<file path="config.mk">
export PLATFORM = sky130hd
export DESIGN_NAME = bus_guard
export DESIGN_NICKNAME = d
export VERILOG_FILES = /design/src/rtl/bg_pkg.sv /design/src/rtl/bg_addr_decode.sv /design/src/rtl/bg_bus_timer.sv /design/src/rtl/bg_access_check.sv /design/src/rtl/bg_csr.sv /design/src/rtl/bus_guard.sv
export SDC_FILE = /design/constraint.sdc
export NUM_CORES = 1
export LEC_CHECK = 0
export BUFFER_PORTS_ARGS = -buffer_cell sky130_fd_sc_hd__buf_2
export CAP_MARGIN = 10
export CORE_MARGIN = 4
export CORE_UTILIZATION = 30
export CTS_CLUSTER_SIZE = 24
export DETAILED_ROUTE_END_ITERATION = 10
export GPL_ROUTABILITY_DRIVEN = 0
export PLACE_DENSITY = 0.66
export SKIP_CTS_REPAIR_TIMING = 1
export SYNTH_ARGS = -nofsm -noshare
export SYNTH_HDL_FRONTEND = slang
export SYNTH_SLANG_ARGS = --single-unit
</file>
<file path="constraint.sdc">
create_clock -name clk -period 1.8 [get_ports clk]
set_input_delay 0.27 -clock clk [delete_from_list [all_inputs] [get_ports clk]]
set_output_delay 0.27 -clock clk [all_outputs]
set_load 0.02 [all_outputs]
</file>
<file path="src/rtl/bg_pkg.sv">
package bg_pkg;
  localparam int unsigned CSR_W    = 8;
  localparam int unsigned B_TMO    = 0;
  localparam int unsigned B_WP     = 1;
  localparam int unsigned B_PRIV   = 2;
  localparam int unsigned B_RSVD   = 3;
  localparam int unsigned B_TEN    = 4;
  localparam int unsigned B_SONLY  = 5;
  localparam int unsigned B_ALIAS  = 6;
  localparam int unsigned B_WIDTH8 = 7;

  typedef struct packed {
    logic width8;
    logic alias_en;
    logic sup_only;
    logic tmo_en;
  } ctl_t;

  typedef struct packed {
    logic priv;
    logic wp;
    logic tmo;
  } flags_t;

  localparam ctl_t CTL_RESET = '{width8: 1'b0, alias_en: 1'b1, sup_only: 1'b0, tmo_en: 1'b0};
endpackage

</file>
<file path="src/rtl/bg_addr_decode.sv">
module bg_addr_decode #(
  parameter int unsigned ADDR_W   = 32,
  parameter int unsigned WIN_BITS = 12,
  parameter logic [WIN_BITS-1:0] REG_OFS = '0
) (
  input  logic              as_i,
  input  logic [ADDR_W-1:0] addr_i,
  input  logic              alias_en_i,
  output logic              reg_sel_o
);
  localparam int unsigned ALIAS_TOP = 24;
  localparam int unsigned HI_W      = ADDR_W - ALIAS_TOP;

  logic prim_hit;
  logic alias_hit;
  logic ofs_hit;

  always_comb begin
    prim_hit  = &addr_i[ADDR_W-1:WIN_BITS];
    alias_hit = alias_en_i
              && (addr_i[ADDR_W-1:ALIAS_TOP] == {HI_W{1'b0}})
              && (&addr_i[ALIAS_TOP-1:WIN_BITS]);
    ofs_hit   = (addr_i[WIN_BITS-1:0] == REG_OFS);
    reg_sel_o = as_i && ofs_hit && (prim_hit || alias_hit);
  end
endmodule

</file>
<file path="src/rtl/bg_bus_timer.sv">
module bg_bus_timer #(
  parameter int unsigned TERM_CNT = 128
) (
  input  logic clk,
  input  logic rst_n,
  input  logic as_i,
  input  logic dtack_i,
  input  logic enable_i,
  output logic expire_o
);
  localparam int unsigned CNT_W = $clog2(TERM_CNT + 1);
  localparam logic [CNT_W-1:0] LAST  = CNT_W'(TERM_CNT - 1);
  localparam logic [CNT_W-1:0] LIMIT = CNT_W'(TERM_CNT);

  logic [CNT_W-1:0] cnt_q;
  logic             ack_seen_q;

  always_ff @(posedge clk or negedge rst_n) begin
    if (!rst_n) begin
      cnt_q      <= '0;
      ack_seen_q <= 1'b0;
    end else if (!as_i) begin
      cnt_q      <= '0;
      ack_seen_q <= 1'b0;
    end else begin
      if (cnt_q != LIMIT) cnt_q <= cnt_q + 1'b1;
      if (dtack_i) ack_seen_q <= 1'b1;
    end
  end

  always_comb begin
    expire_o = as_i && enable_i && !ack_seen_q && !dtack_i && (cnt_q == LAST);
  end
endmodule

</file>
<file path="src/rtl/bg_access_check.sv">
module bg_access_check (
  input  logic start_i,
  input  logic rnw_i,
  input  logic super_i,
  input  logic region_wp_i,
  input  logic region_so_i,
  input  logic reg_sel_i,
  input  logic sup_only_i,
  output logic wp_set_o,
  output logic priv_set_o,
  output logic reg_wr_o
);
  logic user_reg_block;

  always_comb begin
    user_reg_block = reg_sel_i && sup_only_i && !super_i;
    wp_set_o       = start_i && !rnw_i && region_wp_i;
    priv_set_o     = start_i && !super_i && (region_so_i || user_reg_block);
    reg_wr_o       = start_i && reg_sel_i && !rnw_i && !priv_set_o;
  end
endmodule

</file>
<file path="src/rtl/bg_csr.sv">
module bg_csr
  import bg_pkg::*;
(
  input  logic             clk,
  input  logic             rst_n,
  input  logic             wr_i,
  input  logic [CSR_W-1:0] wdata_i,
  input  flags_t           set_i,
  output ctl_t             ctl_o,
  output flags_t           flags_o,
  output logic [CSR_W-1:0] rdata_o
);
  flags_t flags_q;
  ctl_t   ctl_q;
  flags_t clr;

  always_comb begin
    clr = '0;
    if (wr_i) begin
      clr.tmo  = wdata_i[B_TMO];
      clr.wp   = wdata_i[B_WP];
      clr.priv = wdata_i[B_PRIV];
    end
  end

  always_ff @(posedge clk or negedge rst_n) begin
    if (!rst_n) begin
      flags_q <= '0;
      ctl_q   <= CTL_RESET;
    end else begin
      flags_q <= (flags_q & ~clr) | set_i;
      if (wr_i) begin
        ctl_q.tmo_en   <= wdata_i[B_TEN];
        ctl_q.sup_only <= wdata_i[B_SONLY];
        ctl_q.alias_en <= wdata_i[B_ALIAS];
        ctl_q.width8   <= wdata_i[B_WIDTH8];
      end
    end
  end

  always_comb begin
    rdata_o           = '0;
    rdata_o[B_TMO]    = flags_q.tmo;
    rdata_o[B_WP]     = flags_q.wp;
    rdata_o[B_PRIV]   = flags_q.priv;
    rdata_o[B_RSVD]   = 1'b0;
    rdata_o[B_TEN]    = ctl_q.tmo_en;
    rdata_o[B_SONLY]  = ctl_q.sup_only;
    rdata_o[B_ALIAS]  = ctl_q.alias_en;
    rdata_o[B_WIDTH8] = ctl_q.width8;
  end

  assign ctl_o   = ctl_q;
  assign flags_o = flags_q;
endmodule

</file>
<file path="src/rtl/bus_guard.sv">
module bus_guard
  import bg_pkg::*;
#(
  parameter int unsigned ADDR_W   = 32,
  parameter int unsigned WIN_BITS = 12,
  parameter logic [WIN_BITS-1:0] REG_OFS = '0,
  parameter int unsigned TERM_CNT = 128
) (
  input  logic              clk,
  input  logic              rst_n,
  input  logic              bus_as,
  input  logic              bus_rnw,
  input  logic              bus_super,
  input  logic [ADDR_W-1:0] bus_addr,
  input  logic              bus_dtack,
  input  logic              region_wp,
  input  logic              region_so,
  input  logic [7:0]        bus_wdata,
  output logic [7:0]        bus_rdata,
  output logic              reg_sel,
  output logic              berr,
  output logic              stat_tmo,
  output logic              stat_wp,
  output logic              stat_priv,
  output logic              width8_sel
);
  logic   as_q;
  logic   start;
  logic   expire;
  logic   wp_set;
  logic   priv_set;
  logic   reg_wr;
  logic   berr_q;
  ctl_t   ctl;
  flags_t flags;
  flags_t set_ev;
  logic   tmo_en;
  logic   dmap_on;

  always_ff @(posedge clk or negedge rst_n) begin
    if (!rst_n) as_q <= 1'b0;
    else        as_q <= bus_as;
  end

  assign start   = bus_as && !as_q;
  assign tmo_en  = ctl.tmo_en;
  assign dmap_on = ctl.alias_en;

  bg_addr_decode #(.ADDR_W(ADDR_W), .WIN_BITS(WIN_BITS), .REG_OFS(REG_OFS)) u_dec (
    .as_i(bus_as), .addr_i(bus_addr), .alias_en_i(dmap_on), .reg_sel_o(reg_sel)
  );

  bg_bus_timer #(.TERM_CNT(TERM_CNT)) u_tmr (
    .clk(clk), .rst_n(rst_n), .as_i(bus_as), .dtack_i(bus_dtack),
    .enable_i(tmo_en), .expire_o(expire)
  );

  bg_access_check u_chk (
    .start_i(start), .rnw_i(bus_rnw), .super_i(bus_super),
    .region_wp_i(region_wp), .region_so_i(region_so), .reg_sel_i(reg_sel),
    .sup_only_i(ctl.sup_only), .wp_set_o(wp_set), .priv_set_o(priv_set),
    .reg_wr_o(reg_wr)
  );

  always_comb begin
    set_ev      = '0;
    set_ev.tmo  = expire;
    set_ev.wp   = wp_set;
    set_ev.priv = priv_set;
  end

  bg_csr u_csr (
    .clk(clk), .rst_n(rst_n), .wr_i(reg_wr), .wdata_i(bus_wdata),
    .set_i(set_ev), .ctl_o(ctl), .flags_o(flags), .rdata_o(bus_rdata)
  );

  always_ff @(posedge clk or negedge rst_n) begin
    if (!rst_n)                           berr_q <= 1'b0;
    else if (!bus_as)                     berr_q <= 1'b0;
    else if (expire || wp_set || priv_set) berr_q <= 1'b1;
  end

  assign berr       = berr_q;
  assign stat_tmo   = flags.tmo;
  assign stat_wp    = flags.wp;
  assign stat_priv  = flags.priv;
  assign width8_sel = ctl.width8;
endmodule

</file>
==> summary.md, run 1 <==
| Metric | Value |
|---|---|
| Final-stage net count | roughly 230 |
| Finished Cell Area | ~1500 µm² |
| Max Cap Viol | 0 |
| Pwr Density | roughly 570 nW/µm² |
| Vias in the first global route | around 1,000 |
| Final Setup Violations | 0 |
| HPWL after DPL | approximately 2300 µm |
| Iteration-0 DRC Markers | 24 |
| Clock power frac | 37.3% |
| #FFs+latches synth | 18 |
| Final worst slack | about 0.046 ns |
| Xor and xnor area share after synthesis | 2.36% |
| Core Box Area | 3440 µm² |
| All-layer global routing usage | about 11% |
| Crit path time final | between 1.5 and 2 ns |
| DIE AREA | around 4700 µm² |
| Met2 Resource Use GR | about a fifth |
| Post-synthesis compound-gate area fraction | between 10% and 20% |
| Die height | a little under 70 µm |
| Setup Crit Path Kind | reg -> out |
| Clock Path Buffers | 2 |
| Chip width | roughly 69 µm |
| Arrival time worst endpoint | between 1 and 1.5 ns |
| DR WL/cell | 12.7 µm |
| Internal power | 0.000672 W |
| Layout cell share with drive strength beyond 1 | about 47% |
| Slowest cell on crit path | dfstp_2 |
| Crit-path cells | nor2b_4 > nand4_1 > a211oi_2 > buf_4 |
| Post-DRT Antenna Nets | 0 |
| Sw Pwr | approximately 0.0002 W |
| Sequential-to-total area share from yosys stat | 40.7% |
| Dpl ws | 0.105 ns |
| Global-route wire length before repair | just over 4000 µm |
| H-tree depth | 1 |
| Clock transition at the registers of the reported paths | around 0.07 ns |
| Via count | about 1,100 |
| Synth Area in Simple Gates | a little under a third |
| Final Max Slew Viols | 0 |
| Drt total wl | ~2800 µm |
| Met3 Resource Use GR | under 10% |
| TritonCTS clock tree | yes |
| Req. time, crit path | between 1.5 and 2 ns |
| Post-synth ARST share | 100% |
| Worst Reg2Reg Path Length in Cells | 6 |
| CP endpoint kind | output port |
| Clk_skew | 0.000633 ns |
| I/O pin total | a little over 60 |
| Area delta synth->final | 37.0% |
| Sequential group share of total power | approximately half |
| Antenna violations before repair | 0 |
| Hold Vio Cnt, Final | 0 |
| GRT overflow | 0 |
| Mapped Cells | approximately 110 |
| Routing usage on met1 | roughly an eighth |
| Worst skew pair latency | 0.25 ns |
| Post-synthesis net count | ~160 |
| Crit-path max FO | 2 |
| Final worst-path cycle share | between 90% and 100% |
| DRC errors left | 0 |
| Net Sw Frac | 23.0% |
| Syn Area/Cell | 9.83 µm² |
| Number of synthesized flops with an enable pin | 0 |
| DP Area | between 1000 and 1500 µm² |
| Most used routing layer | met2 |
| Max Fclk | between 500 and 600 MHz |
| Largest family of logic cells by synthesized area | simple AND/OR/NAND/NOR gates |
| Max IR drop VDD | 401 µV |
| Port Buf Inserts | ~60 |
| Top_reg_cell synth | dfrtp_1 |
| Row Count | 21 |
| First-pass iteration count of the detailed router | 4 |
| TritonCTS buffer count | 3 |
| CTS sink cnt | 18 |
| Mux contribution to synthesized area | 4.05% |
| Largest net degree at the start of global routing | 19 |
| Post-synthesis adder-cell area fraction | under 10% |
| Mapped Area | around 1100 µm² |
| CP peak stage delay | 0.53 ns |
| Gate power share | 14.0% |
| CP startpoint kind | register |
| Hold path depth | 2 |
| Clock Tree Root | clkbuf_8 |
| Leak Pwr | roughly 0.71 nW |
| Initial Util | 32.3% |
| Synth Warn # | 0 |
| Synth unique cells | roughly 40 |
| Hold WC Path Type | in -> reg |
| ANT cells | 0 |
| Vias/cell | roughly 4.8 |
| Status | finished, final reports clean |
==> layer usage <==
metal / wire (µm) / part of all wire (%) / vias up
met1: 1070 / 38 / 468
li1: - / - / 528
met3: 440 / 16 / 0
met2: 1280 / 46 / 57
met4: 0 / 0 / 0
met5: 0 / 0 / -
==> power groups by stage <==
| stage | combinational, W | sequential [W] | clock [W] |
|---|---|---|---|
| after floorplan | 0.0000449 | 0.000433 | 0 |
| after global placement | 0.000120 | 0.000432 | 0 |
| after detailed placement | 0.000121 | 0.000432 | 0 |
| after CTS | 0.000122 | 0.000425 | 0.000334 |
| after global routing | 0.000139 | 0.000426 | 0.000351 |
| final | 0.000122 | 0.000425 | 0.000325 |
==> Yosys cell counts (2+ instances only) <==
library cell  number  area [µm²]
a31oi_1            2        12.5
buf_4              8        60.1
nor3_1             4        20.0
xor2_1             2        17.5
nand2_1            8        30.0
and2_1             2        12.5
nor2_1             8        30.0
mux2_1             4        45.0
or2_2              2        12.5
nand3_1            5        25.0
inv_1              3        11.3
a21oi_1            5        25.0
nor3b_2            2        25.0
and4_1             2        17.5
o21ai_0            3        15.0
dfrtp_1           17         425
nand3b_1           2        15.0
nand2b_1           2        12.5
ha_1               2        25.0
nand4_1            6        37.5
or3_1              3        18.8
nor4_2             2        25.0
==> worst max-delay path, delay by kind of cell (launching register included) <==
family / cells / cell delay, ns
buf+inv: 1 / 0.18
compound gates: 1 / 0.24
flops: 1 / 0.53
simple gates: 2 / 0.28
==> final cells by class <==
cell class,count,area (µm²)
multi-input cells,83,598
fillers,331,1920
flip-flops and latches,18,452
inverters,4,15.0
repair buffers,65,345
clock buffers,4,55.1
well taps,46,57.6
==> kinds of logic (layout without fill, tap and decap cells) <==
family | count (synthesis) | after routing
compound gates | 18 | 18
mux | 4 | 4
other cells | 1 | 1
flops | 18 | 18
simple gates | 55 | 55
fa+ha+maj | 2 | 2
xor+xnor | 3 | 3
buf+inv | 12 | 73
==> placed cells by master (no fill, tap or decap), types with 3 or more instances in the layout <==
cell type,Yosys,final
buf_2,0,58
dfrtp_1,17,17
nand2_1,8,8
nor2_1,8,8
nand4_1,6,6
buf_4,8,6
nand3_1,5,5
a21oi_1,5,5
nor3_1,4,4
mux2_1,4,4
clkbuf_8,0,4
inv_1,3,3
o21ai_0,3,3
or3_1,3,3
==> flip-flops by register name (all words and copies together), names as in the netlist <==
name	flops
u_tmr.cnt_q	8
u_csr.ctl_o	4
u_csr.flags_o	3
as_q	1
berr	1
u_tmr.ack_seen_q	1
==> final timing paths <==
kind | start | end | slack [ns]
worst min-delay path | bus_wdata[1] | u_csr.flags_o[1]$_DFF_PN0_ | 0.19
max in group asynchronous | rst_n | u_csr.ctl_o[2]$_DFFE_PN1N_ | 1.01
min in group asynchronous | rst_n | u_tmr.cnt_q[4]$_DFFE_PN0P_ | 0.47
worst max register to register | u_csr.ctl_o[2]$_DFFE_PN1N_ | berr$_DFFE_PN0P_ | 0.06
worst max-delay path | u_csr.ctl_o[2]$_DFFE_PN1N_ | reg_sel | 0.05
worst min register to register | u_csr.ctl_o[3]$_DFFE_PN0N_ | u_csr.ctl_o[3]$_DFFE_PN0N_ | 0.52
==> per-stage QoR <==
step	std cells	util [%]	power, W	hold WS [ns]	TNS [ns]
floorplan	113	-	0.000478	-0.0256	0
global placement	212	41.2	0.000552	0.221	0
detailed placement	212	41.2	0.000554	0.224	0
CTS	216	42.8	0.000881	-0.0502	-0.0985
global route	220	44.2	0.000916	0.206	-0.0585
finish	220	44.2	0.000872	0.193	0
No activity file was read; power rests on OpenSTA's default activity.
==> inputs of run 2 (changes only) <==
Settings changed: PLACE_DENSITY 0.66 to 0.67, SYNTH_HIERARCHICAL set to 1.
==> run 2 against run 1 <==
Effect of this change:
- the flow now finishes with violations (setup timing)
- count of clock-buffer cells in the layout did not move
- global-route usage rose by 0.32 points
- sequential power barely moved
- power fell by 13%
- cell area fell by 3.0%
- clock skew rose by 0.0042 ns
- setup slack got worse by 0.11 ns
- synthesized area fell by 4.8%
- via count fell by 7.3%
- sequential share of layout area rose by 0.93 points
- critical endpoint unchanged
==> summary.md, run 2 <==
| Metric | Value |
|---|---|
| Max IR drop VDD | ~150 µV |
| H-tree depth | 1 |
| TritonCTS clock tree | yes |
| Pwr Density | between 500 and 600 nW/µm² |
| Arrival time worst endpoint | approximately 1.6 ns |
| Chip width | between 60 and 70 µm |
| Vias/cell | between 4 and 5 |
| Hold Vio Cnt, Final | 0 |
| M1 WL | ~1000 µm |
| Post-synth top area cell | dfrtp_1 |
| DR WL/cell | about 13 µm |
| Dpl cells | 200 |
| Die height | between 60 and 70 µm |
| All-layer global routing usage | 11.7% |
| Mapped Area | between 1000 and 1500 µm² |
| RSZ-0062 raised after global routing | true |
| Vias in the first global route | between 900 and 1,000 |
| Finished Layout Cells | slightly above 200 |
| Reg2reg setup slack | -0.04 ns |
| Met2 WL | 1340 µm |
| Setup Crit Path Kind | reg -> out |
| CP startpoint kind | register |
| Hold WC Path Type | in -> reg |
| Leak Pwr | slightly below 0.7 nW |
| Synth top area cells | dfrtp_1, buf_4, mux2_4 |
| Clk_skew | 0.00486 ns |
| Number of synthesized flops with an enable pin | 0 |
| Post-synth ARST share | between 90% and 100% |
| Fillers | between 300 and 400 |
| DRC errors left | 0 |
| Core Box Area | 3360 µm² |
| Sequential-to-total area share from yosys stat | 42.7% |
| Final Max Slew Viols | 0 |
| Worst Reg2Reg Path Length in Cells | 5 |
| Largest net degree at the start of global routing | 19 |
| TritonCTS buffer count | 3 |
| Max reg flops | 8 |
| ANT cells | 0 |
| Clock transition at the registers of the reported paths | approximately 0.10 ns |
| Via count | 976 |
| DR WL met3 | around 280 µm |
| Drt total wl | around 2700 µm |
| Layout cell share with drive strength beyond 1 | a little over half |
| Reg2reg end | u_csr/ctl_o[0]$_DFFE_PN0P_ |
| Final worst-path cycle share | 104% |
| Clock Path Buffers | 2 |
| CTS sink cnt | 18 |
| Global-route wire length before repair | about 4000 µm |
| Top_reg_cell synth | dfrtp_1 |
| Mapped Cells | 101 |
| Crit-path max FO | 2 |
| Post-synthesis net count | around 150 |
| CP endpoint | reg_sel |
| Initial Util | 31.4% |
| Dpl ws | -0.260 ns |
| Clock Tree Root | clkbuf_4 |
| Top cells by count, synth | dfrtp_1, nand2_1, buf_4 |
| Port Buf Inserts | roughly 60 |
| Row Count | 21 |
| Max Fclk | ~540 MHz |
| Max Cap Viol | 0 |
| Final Setup Violations | 4 |
| Iteration-0 DRC Markers | 36 |
| Synth unique cells | 38 |
| Commonest cells after routing, fill and taps aside | buf_2, dfrtp_1, nand2_1, mux2_4, nand4_1 |
| Syn Area/Cell | 10.5 µm² |
| DIE AREA | between 4000 and 5000 µm² |
| #FFs+latches synth | 18 |
| HPWL after DPL | between 2000 and 2500 µm |
| Antenna violations before repair | 0 |
| CP endpoint kind | output port |
| Synth Warn # | 6 |
| Most flop-heavy register | u_tmr/cnt_q |
| Worst skew pair latency | about 0.29 ns |
| Reg2reg start | u_csr/ctl_o[2]$_DFFE_PN1P_ |
| Final worst slack | -0.0631 ns |
| Crit path time final | 1.86 ns |
| First-pass iteration count of the detailed router | 4 |
| Status | finished, violations left |
| GRT overflow | 0 |
| Top Metal Used | met4 |
| CP Launch Point | u_csr/ctl_o[2]$_DFFE_PN1P_ |
| Hold Slack | 0.207 ns |
| Post-DRT Antenna Nets | 0 |
| Most common cell after layout, fill and taps aside | buf_2 |
| I/O pin total | 62 |
| Req. time, crit path | ~1.5 ns |
| Area delta synth->final | 39.6% |
| Final-stage net count | 210 |
| Count leader, synth | dfrtp_1 |
| Yosys top cell area share | between 40% and 50% |
| Failing checks | setup timing |
run 2: cell types whose count changed after synthesis, moves of 3 or more:
cell / previous run / this run
mux2_4: 0 / 4
a21oi_1: 5 / 1
nand2_1: 8 / 12
nor2_1: 8 / 2
nand4b_1: 0 / 3
a21boi_1: 0 / 3
a21o_1: 0 / 3
mux2_1: 4 / 0
run 2: how the worst min path moves through the flow:
| stage | from | endpoint | cells past startpoint |
|---|---|---|---|
| floorplan | rst_n | as_q$_DFF_PN0_ | 0 |
| global placement | rst_n | u_csr/ctl_o[3]$_DFFE_PN0P_ | 1 |
| detailed placement | rst_n | u_csr/flags_o[1]$_DFF_PN0_ | 1 |
| CTS | rst_n | u_csr/flags_o[1]$_DFF_PN0_ | 1 |
| global route | bus_wdata[7] | u_csr/ctl_o[3]$_DFFE_PN0P_ | 2 |
| finish | bus_wdata[7] | u_csr/ctl_o[3]$_DFFE_PN0P_ | 2 |
run 2: final cells by class:
cell class | count | area [µm²] | share of cell area, %
Inverter | 3 | 11.3 | 0.763
Tap cell | 46 | 57.6 | 3.90
Sequential cell | 18 | 452 | 30.6
Clock buffer | 4 | 26.3 | 1.78
Timing Repair Buffer | 64 | 345 | 23.4
Multi-Input combinational cell | 70 | 584 | 39.6
run 2: metal layers:
metal	global-route usage, %	vias to the layer above
met5	0	-
met4	5.32	0
met3	3.16	4
met2	21.6	43
met1	12.2	456
li1	-	473
run 2: cells by family after synthesis:
logic type / count (synthesis) / synth area share, %
buffers and inverters: 13 / 8.17
xor gates and xnor gates: 3 / 2.49
DFF: 18 / 42.7
adders and majority gates: 2 / 2.37
AOI/OAI and AO/OA: 13 / 9.35
and+or+nand+nor: 45 / 27.0
other: 1 / 0.355
muxes: 6 / 7.57
run 2: where the power goes:
part           total (W)  internal (W)  switching, W  leakage (nW)
Clock           0.000205     0.0000863      0.000119        0.0150
Combinational   0.000126     0.0000647     0.0000616         0.447
Sequential      0.000428      0.000416     0.0000120         0.231
Total           0.000760      0.000567      0.000193         0.693
run 2: through the flow:
| step | util [%] | area [µm²] | total power (W) | TNS [ns] |
|---|---|---|---|---|
| floorplan | - | 1110 | 0.000484 | -1.22 |
| global route | 43.9 | 1480 | 0.000810 | -0.497 |
| global placement | 42.2 | 1420 | 0.000554 | -1.30 |
| CTS | 42.9 | 1440 | 0.000774 | -0.233 |
| detailed placement | 42.2 | 1420 | 0.000560 | -1.64 |
| finish | 43.9 | 1480 | 0.000760 | -0.163 |
run 2: critical path, stage by stage (launching register included):
cell	delay, ns
dfstp_2	0.54
nand4b_1	0.13
a2111oi_4	0.35
buf_4	0.18
buf_6	0.11
==> inputs of run 3 (changes only) <==
Settings changed: CORE_MARGIN 4 to 1.5.
==> run 3 against run 2 <==
Effect of this change:
- the flow still finishes with violations (setup timing)
- critical path depth unchanged
- worst hold slack worse by 0.0098 ns
- die area decreased by 14%
- highest routed layer unchanged
==> summary.md, run 3 (synthesis results as in run 2) <==
| Metric | Value |
|---|---|
| DR WL/cell | 12.4 µm |
| All-layer global routing usage | ~14% |
| Max IR drop VDD | 157 µV |
| Chip width | about 62 µm |
| Most flop-heavy register | u_tmr/cnt_q |
| CP endpoint kind | output port |
| Max Cap Viol | 0 |
| Final-stage net count | 211 |
| Vias/cell | 4.83 |
| DP Area | approximately 1400 µm² |
| CTS sink cnt | 18 |
| Clock Path Buffers | 2 |
| Finished Cell Area | between 1000 and 1500 µm² |
| Area delta synth->final | 41.7% |
| Crit-path max FO | 2 |
| Vias in the first global route | just over 1,000 |
| H-tree depth | 1 |
| Req. time, crit path | ~1.5 ns |
| Pwr Density | 539 nW/µm² |
| Worst skew pair latency | 0.30 ns |
| Post-DRT Antenna Nets | 0 |
| Row Count | 21 |
| Final TNS setup | -0.167 ns |
| Setup Crit Path Kind | reg -> out |
| Internal power | a little over 0.0006 W |
| HPWL after DPL | between 2000 and 2500 µm |
| Via count | ~1,000 |
| Max Fclk | ~530 MHz |
| CP startpoint kind | register |
| Final worst slack | -0.0708 ns |
| Most common cell after layout, fill and taps aside | buf_2 |
| Final Max Slew Viols | 0 |
| Largest net degree at the start of global routing | 19 |
| Core Box Area | roughly 3400 µm² |
| Status | finished, violations left |
| Max reg flops | 8 |
| RSZ-0062 raised after global routing | true |
| Clk_skew | ~0.0032 ns |
| Final Setup Violations | 4 |
| Hold Vio Cnt, Final | 0 |
| DIE AREA | about 3900 µm² |
| Net Sw Frac | roughly 25% |
| DRC errors left | 0 |
| TritonCTS clock tree | yes |
| Global-route wire length before repair | 4220 µm |
| Final worst-path cycle share | 104% |
| Port Buf Inserts | between 50 and 60 |
| Die height | between 60 and 70 µm |
| TritonCTS buffer count | 3 |
| First-pass iteration count of the detailed router | 5 |
| Sw Pwr | about 0.0002 W |
| Gate power share | 15.6% |
| Failing checks | setup timing |
| ANT cells | 0 |
| Commonest cells after routing, fill and taps aside | buf_2, dfrtp_1, nand2_1 |
| Clock transition at the registers of the reported paths | about 0.10 ns |
| Hold WC Path Type | in -> reg |
| Clock power frac | between 30% and 40% |
| Layout cell share with drive strength beyond 1 | between 50% and 60% |
| Antenna violations before repair | 0 |
| Hold Slack | between 0.15 and 0.2 ns |
| Arrival time worst endpoint | ~1.6 ns |
| GRT overflow | 0 |
| Crit path time final | 1.87 ns |
| Iteration-0 DRC Markers | 19 |
| Clock Tree Root | clkbuf_4 |
| Sequential group share of total power | between 50% and 60% |
| Drt total wl | 2550 µm |
| Reg2reg setup slack | -0.04 ns |
| Leak Pwr | between 0.7 and 0.8 nW |
| Initial Util | a little under a third |
| I/O pin total | 62 |
## run 3: cell count changes in the layout (fill, tap and decap cells not counted), sizes merged
cell / previous run / this run
buf: 63 / 64
## run 3: metrics by stage
stage               std cells  worst slack (ns)  total power [W]  util [%]
detailed placement        200            -0.243         0.000560      42.2
CTS                       204            -0.128         0.000811      43.2
global route              206            -0.152         0.000844      44.5
finish                    206           -0.0708         0.000807      44.5
global placement          200            -0.209         0.000554      42.2
floorplan                 101            -0.218         0.000484         -
## run 3: final timing paths
path / from / end / cells after the start
setup / recovery: u_csr/ctl_o[2]$_DFFE_PN1P_ / reg_sel / 4
hold / removal: bus_wdata[7] / u_csr/ctl_o[3]$_DFFE_PN0P_ / 2
setup reg to reg: u_csr/ctl_o[2]$_DFFE_PN1P_ / u_csr/ctl_o[1]$_DFFE_PN0P_ / 5
hold reg to reg: u_csr/flags_o[0]$_DFF_PN0_ / u_csr/flags_o[0]$_DFF_PN0_ / 1
max in group asynchronous: rst_n / u_csr/ctl_o[2]$_DFFE_PN1P_ / 2
min in group asynchronous: rst_n / u_tmr/cnt_q[5]$_DFFE_PN0P_ / 2
## run 3: critical path: stages, from the launching register on
cell and delay (ns):
dfstp_2 0.54, nand4b_1 0.14, a2111oi_4 0.34, buf_4 0.17, buf_6 0.11
## run 3: final cells by class
class / instances / area (µm²)
Fill cell: 334 / 1870
Multi-Input combinational cell: 70 / 588
Sequential cell: 18 / 452
Timing Repair Buffer: 65 / 353
Tap cell: 46 / 57.6
Clock buffer: 4 / 36.3
Inverter: 3 / 11.3
## run 3: power groups by stage
stage / registers (W) / clock network, W / logic, W
4_1_cts: 0.000428 / 0.000259 / 0.000124
3_5_place_dp: 0.000436 / 0 / 0.000124
5_1_grt: 0.000430 / 0.000273 / 0.000141
2_1_floorplan: 0.000438 / 0 / 0.0000452
3_3_place_gp: 0.000435 / 0 / 0.000119
6_report: 0.000428 / 0.000253 / 0.000126
## run 3: per-layer routing
layer,vias to the layer above,global-route usage (%),part of all wire [%]
li1,475,-,-
met1,473,13.2,37
met2,45,26.2,54
met3,3,4.71,8.4
met4,0,5.00,1.1
met5,-,0,0
